### src/rtl/sci_baud_pkg.sv
package sci_baud_pkg;

  typedef enum logic {
    REG_RATE  = 1'b0,
    REG_CKSEL = 1'b1
  } reg_addr_e;

  // Number of input clocks per prescaler step for clock-select value k.
  function automatic int unsigned pre_len(input int unsigned k,
                                          input int unsigned base_log2,
                                          input int unsigned step_log2);
    return 32'd1 << (base_log2 + step_log2 * k);
  endfunction

endpackage

### src/rtl/sci_baud_regs.sv
module sci_baud_regs #(
  parameter int DIV_W = 8,
  parameter int SEL_W = 2
) (
  input  logic             clk,
  input  logic             rst,
  input  logic             wr_en,
  input  logic             wr_addr,
  input  logic [DIV_W-1:0] wr_data,
  output logic [DIV_W-1:0] div_q,
  output logic [SEL_W-1:0] sel_q,
  output logic [DIV_W-1:0] div_next
);
  import sci_baud_pkg::*;

  logic div_we;
  logic sel_we;

  assign div_we   = wr_en && (reg_addr_e'(wr_addr) == REG_RATE);
  assign sel_we   = wr_en && (reg_addr_e'(wr_addr) == REG_CKSEL);
  assign div_next = div_we ? wr_data : div_q;

  always_ff @(posedge clk) begin
    if (rst) begin
      div_q <= '1;
      sel_q <= '0;
    end else begin
      if (div_we) div_q <= wr_data;
      if (sel_we) sel_q <= wr_data[SEL_W-1:0];
    end
  end

endmodule

### src/rtl/sci_baud_prescale.sv
module sci_baud_prescale #(
  parameter int SEL_W     = 2,
  parameter int BASE_LOG2 = 1,
  parameter int STEP_LOG2 = 2
) (
  input  logic             clk,
  input  logic             rst,
  input  logic             run,
  input  logic [SEL_W-1:0] sel,
  output logic             pre_tick
);
  import sci_baud_pkg::*;

  localparam int NSEL  = 1 << SEL_W;
  localparam int PRE_W = BASE_LOG2 + STEP_LOG2 * (NSEL - 1);

  logic [PRE_W-1:0] last_cnt [NSEL];
  logic [PRE_W-1:0] pc;
  logic             at_end;

  for (genvar k = 0; k < NSEL; k++) begin : g_len
    localparam int unsigned LEN = pre_len(k, BASE_LOG2, STEP_LOG2);
    assign last_cnt[k] = PRE_W'(LEN - 1);
  end

  assign at_end   = (pc == last_cnt[sel]);
  assign pre_tick = run && at_end;

  always_ff @(posedge clk) begin
    if (rst || !run) begin
      pc <= '0;
    end else if (at_end) begin
      pc <= '0;
    end else begin
      pc <= pc + 1'b1;
    end
  end

endmodule

### src/rtl/sci_baud_divider.sv
module sci_baud_divider #(
  parameter int DIV_W = 8
) (
  input  logic             clk,
  input  logic             rst,
  input  logic             run,
  input  logic             pre_tick,
  input  logic [DIV_W-1:0] load_val,
  output logic             os_fire
);

  logic [DIV_W-1:0] dc;

  assign os_fire = pre_tick && (dc == '0);

  always_ff @(posedge clk) begin
    if (rst) begin
      dc <= '1;
    end else if (!run) begin
      dc <= load_val;
    end else if (pre_tick) begin
      if (dc == '0) dc <= load_val;
      else          dc <= dc - 1'b1;
    end
  end

endmodule

### src/rtl/sci_baud_oscount.sv
module sci_baud_oscount #(
  parameter int OS_RATE = 16
) (
  input  logic clk,
  input  logic rst,
  input  logic run,
  input  logic os_fire,
  output logic bit_fire
);

  localparam int OC_W = (OS_RATE > 1) ? $clog2(OS_RATE) : 1;
  localparam logic [OC_W-1:0] OC_LAST = OC_W'(OS_RATE - 1);

  logic [OC_W-1:0] oc;

  assign bit_fire = os_fire && (oc == OC_LAST);

  always_ff @(posedge clk) begin
    if (rst || !run) begin
      oc <= '0;
    end else if (os_fire) begin
      if (oc == OC_LAST) oc <= '0;
      else               oc <= oc + 1'b1;
    end
  end

endmodule

### src/rtl/sci_baud_gen.sv
module sci_baud_gen #(
  parameter int DIV_W     = 8,
  parameter int SEL_W     = 2,
  parameter int BASE_LOG2 = 1,
  parameter int STEP_LOG2 = 2,
  parameter int OS_RATE   = 16
) (
  input  logic             clk,
  input  logic             rst,
  input  logic             en,
  input  logic             wr_en,
  input  logic             wr_addr,
  input  logic [DIV_W-1:0] wr_data,
  output logic [DIV_W-1:0] rate_val,
  output logic [SEL_W-1:0] sel_val,
  output logic             os_tick,
  output logic             bit_tick
);

  logic [DIV_W-1:0] div_q;
  logic [SEL_W-1:0] sel_q;
  logic [DIV_W-1:0] div_next;
  logic             run;
  logic             pre_tick;
  logic             os_fire;
  logic             bit_fire;

  // A write restarts every counter from a clean phase.
  assign run = en && !wr_en;

  sci_baud_regs #(.DIV_W(DIV_W), .SEL_W(SEL_W)) regs_i (
    .clk(clk), .rst(rst), .wr_en(wr_en), .wr_addr(wr_addr),
    .wr_data(wr_data), .div_q(div_q), .sel_q(sel_q), .div_next(div_next)
  );

  sci_baud_prescale #(.SEL_W(SEL_W), .BASE_LOG2(BASE_LOG2),
                      .STEP_LOG2(STEP_LOG2)) pre_i (
    .clk(clk), .rst(rst), .run(run), .sel(sel_q), .pre_tick(pre_tick)
  );

  sci_baud_divider #(.DIV_W(DIV_W)) div_i (
    .clk(clk), .rst(rst), .run(run), .pre_tick(pre_tick),
    .load_val(div_next), .os_fire(os_fire)
  );

  sci_baud_oscount #(.OS_RATE(OS_RATE)) osc_i (
    .clk(clk), .rst(rst), .run(run), .os_fire(os_fire), .bit_fire(bit_fire)
  );

  always_ff @(posedge clk) begin
    if (rst) begin
      os_tick  <= 1'b0;
      bit_tick <= 1'b0;
    end else begin
      os_tick  <= run && os_fire;
      bit_tick <= run && bit_fire;
    end
  end

  assign rate_val = div_q;
  assign sel_val  = sel_q;

endmodule

### config.mk
export PLATFORM = sky130hd
export DESIGN_NAME = sci_baud_gen
export DESIGN_NICKNAME = d
export VERILOG_FILES = /design/src/rtl/sci_baud_pkg.sv /design/src/rtl/sci_baud_regs.sv /design/src/rtl/sci_baud_prescale.sv /design/src/rtl/sci_baud_divider.sv /design/src/rtl/sci_baud_oscount.sv /design/src/rtl/sci_baud_gen.sv
export SDC_FILE = /design/constraint.sdc
export NUM_CORES = 1
export LEC_CHECK = 0
export BUFFER_PORTS_ARGS = -buffer_cell sky130_fd_sc_hd__buf_2
export CAP_MARGIN = 20
export CORE_MARGIN = 8
export CORE_UTILIZATION = 45
export CTS_BUF_LIST = sky130_fd_sc_hd__clkbuf_16
export DETAILED_ROUTE_END_ITERATION = 16
export GPL_TIMING_DRIVEN = 0
export HOLD_SLACK_MARGIN = 0.03
export PLACE_DENSITY = 0.69
export SYNTH_ARGS = -nofsm -noshare
export SYNTH_HDL_FRONTEND = slang
export SYNTH_HIERARCHICAL = 1
export SYNTH_SLANG_ARGS = --single-unit
export TNS_END_PERCENT = 50
### constraint.sdc
create_clock -name clk -period 4.8 [get_ports clk]
set_input_delay 0.48 -clock clk [delete_from_list [all_inputs] [get_ports clk]]
set_output_delay 0.48 -clock clk [all_outputs]
set_load 0.02 [all_outputs]
==> impl_metrics.env <==
export IMPL_async_flop_share_pct=0
export IMPL_dr_pass1_iters=4
export IMPL_r2r_setup_slack_ns=1.55
export IMPL_antennaDiodeCount=0
export IMPL_postRouteAntennaNets=0
export IMPL_cts_setup_buffers=0
export IMPL_hold_end="regs_i/div_q[6]$_SDFF_PP1_"
export IMPL_crit_path_top_delay_cell="nor3_1"
export IMPL_dp_hpwl_um=2640
export IMPL_drv_cap=0
export IMPL_synth_top_area_share_pct=36.2
export IMPL_cp_num_buf_inv=2
export IMPL_hold_start="wr_data[6]"
export IMPL_drc=0
export IMPL_cts_tree="built"
export IMPL_crit_start="regs_i/sel_q[1]$_SDFFE_PP0P_"
export IMPL_finalSetupViolCount=0
export IMPL_synth_compound_area_share_pct=14.3
export IMPL_layout_setup_ws_ns=1.55
export IMPL_required_ns=5.00
export IMPL_clk_pin_slew_worst_paths_ns=0.05
export IMPL_yosysSeqAreaShare_pct=36.2
export IMPL_muxShareOfSynthArea_pct=13.7
export IMPL_worstSetupPathType="flip-flop to flip-flop"
export IMPL_cts_root_buf="clkbuf_16"
export IMPL_fmax_mhz=308
export IMPL_clockBufferDepth=2
export IMPL_cpLargestDelayFamily="simple AND/OR/NAND/NOR gates"
export IMPL_yosysMostFrequentCell="dfxtp_1"
export IMPL_worstSetupStartpointType="flip-flop"
export IMPL_final_util_pct=56.2
export IMPL_die_area_um2=6050
export IMPL_p_leak_nw=0.830
export IMPL_r2r_start="regs_i/sel_q[1]$_SDFFE_PP0P_"
export IMPL_slew_viol_final=0
export IMPL_ys_warn_count=6
export IMPL_synth_nets=203
export IMPL_num_rows=22
export IMPL_whs_ns=0.486
export IMPL_cts_buffers=5
export IMPL_crit_path_end_kind="flip-flop"
export IMPL_yosys_area_share_simple_pct=26.7
export IMPL_die_h_um=77.8
export IMPL_crit_path_frequent_cell="a21oi_1"
export IMPL_grt_pass1_wl_um=6450
export IMPL_grt_usage_pct=12.6
export IMPL_ys_flop_type="dfxtp_1"
export IMPL_area_delta_synth_final_pct=19.8
export IMPL_syn_inst=186
export IMPL_post_route_period_util_pct=67.6
export IMPL_ios=25
export IMPL_grt_overflow_total=0
export IMPL_grt_pass1_vias=1446
export IMPL_synth_cell_type_count=50
export IMPL_status="complete, no violations"
export IMPL_final_cells=265
export IMPL_synth_top_area_cell="dfxtp_1"
export IMPL_finalCriticalPeriod_ns=3.25
export IMPL_arrival_ns=3.45
export IMPL_drt_initial_drc_count=59
export IMPL_vdd_ir_drop_worst_uv=196
export IMPL_hold_class="input port to flip-flop"
export IMPL_synth_seq_cells=31
export IMPL_synth_enable_flop_cells=0
export IMPL_gp_congestion=0.848
export IMPL_synth_top_family_by_area="simple AND/OR/NAND/NOR gates"
export IMPL_worstRegToRegCells=10
export IMPL_slew_headroom_pct=51.3
export IMPL_synth_common_cells="dfxtp_1, nor2_1, a21oi_1, mux2i_1, nor3_1"
export IMPL_holdPathStages=3
export IMPL_rsz0062_at_grt="no"
export IMPL_hold_viol=0
export IMPL_cts_htree_levels=2
export IMPL_wl_per_cell_um=13.6
export IMPL_fin_skew_ns=0.00492
export IMPL_insertion_delay_ns=0.27
export IMPL_path_cells="and3_2, a21oi_1, nor4b_4, and2_1, clkbuf_1, inv_1, nor3_1, nand2_2, or3_1, a21oi_1"
export IMPL_max_stage_delay_ns=0.64
export IMPL_syn_area_um2=1720
export IMPL_synth_fa_ha_area_share_pct=2.92
export IMPL_grt_max_degree=12
export IMPL_coreArea_um2=3660
export IMPL_worst_path_max_fanout=8
export IMPL_n_fill_cell=334
export IMPL_clkSinkCount=31
export IMPL_tightest_slew_ns=0.724
export IMPL_nNetsFinal=234
export IMPL_r2r_end="osc_i/oc[3]$_SDFFE_PP0P_"
export IMPL_dp_cells=258
export IMPL_synth_area_top_cells="dfxtp_1, mux2_4, mux2i_1, nor2_1, a21oi_1"
export IMPL_post_cts_resized=0
export IMPL_die_w_um=77.8
export IMPL_yosys_area_share_xor_xnor_pct=3.06
export IMPL_pre_cts_slack_ns=1.53
export IMPL_port_buffers=24
export IMPL_syn_avg_cell_area_um2=9.23
export IMPL_wl_um=3590
export IMPL_start_util_pct=46.9
export IMPL_power_density_nw_per_um2=334
export IMPL_vias=1437
export IMPL_layout_drive_gt1_share_pct=25.8
export IMPL_antenna_found_initial=0
export IMPL_fin_setup_tns_ns=0
export IMPL_hold_buffers=0
export IMPL_avgViaCountPerCell=5.42
sequential cells by signal, summed over array words and instances (netlist names):
| name | count |
|---|---|
| bit_tick | 1 |
| pre_i/pc | 7 |
| regs_i/div_q | 8 |
| regs_i/sel_q | 2 |
| osc_i/oc | 4 |
| os_tick | 1 |
| div_i/dc | 8 |
area by class of cell:
cell class	count	area [µm²]	area share [%]
clock buffer	5	125	6.09
clock inverter	2	33.8	1.64
inverter	6	22.5	1.10
timing repair buffer	24	120	5.84
buffer	5	32.5	1.58
tap	48	60.1	2.92
sequential	31	621	30.2
multi-input combinational	144	1040	50.6
stage by stage:
step / instance area [µm²] / total power [mW]
after global placement: 1900 / 0.349
final: 2060 / 0.686
after CTS: 2060 / 0.696
after global routing: 2060 / 0.714
after detailed placement: 1900 / 0.349
after floorplan: 1720 / 0.328
report_power, final:
part | switching, mW | internal (mW) | total (mW)
logic | 0.0357 | 0.0320 | 0.0677
clock network | 0.103 | 0.239 | 0.342
registers | 0.00974 | 0.267 | 0.277
total | 0.149 | 0.538 | 0.686
kinds of logic after synthesis:
logic type	count (synthesis)
simple gates	80
compound gates	35
flops	31
mux	19
buf+inv	11
xor+xnor	6
fa+ha+maj	4
layer usage:
| metal | share of wire, % | wire length (µm) | global-route usage [%] |
|---|---|---|---|
| met1 | 51 | 1820 | 16.6 |
| met2 | 44 | 1580 | 19.0 |
| met3 | 4.0 | 144 | 3.57 |
| met4 | 1.4 | 50 | 4.53 |
| met5 | 0 | 0 | 0 |
layout by cell type, fill, tap and decap left out, types with 2 or more instances in the layout:
| master | count |
|---|---|
| dfxtp_1 | 31 |
| nor2_1 | 26 |
| buf_2 | 26 |
| nor3_1 | 10 |
| mux2i_1 | 10 |
| a21oi_1 | 10 |
| mux2_4 | 9 |
| inv_1 | 7 |
| nand3_1 | 6 |
| clkbuf_16 | 5 |
| nand2_1 | 5 |
| xor2_1 | 5 |
| nor4_1 | 4 |
| o21ai_0 | 4 |
| nand4_1 | 4 |
| ha_1 | 4 |
| nand2b_1 | 4 |
| o31ai_1 | 3 |
| a21bo_2 | 3 |
| and4bb_2 | 2 |
| or3_1 | 2 |
| nor3b_1 | 2 |
| nor2b_1 | 2 |
| o2bb2ai_1 | 2 |
| o22ai_1 | 2 |
| o41ai_1 | 2 |
| and2_1 | 2 |
how the worst max path moves through the flow:
stage,cells after the start,endpoint
after CTS,10,osc_i/oc[3]$_SDFFE_PP0P_
after detailed placement,10,osc_i/oc[3]$_SDFFE_PP0P_
final,10,osc_i/oc[3]$_SDFFE_PP0P_
after global placement,10,osc_i/oc[3]$_SDFFE_PP0P_
after global routing,10,osc_i/oc[3]$_SDFFE_PP0P_
after floorplan,10,osc_i/oc[3]$_SDFFE_PP0P_
worst reg2reg max path, delay by kind of cell (launching register included):
family	cells	cell delay, ns
AND/OR/NAND/NOR	6	1.98
buffers and inverters	2	0.47
flip-flops	1	0.47
AO/OA/AOI/OAI	2	0.26
Power figures use the tool's default switching activity.
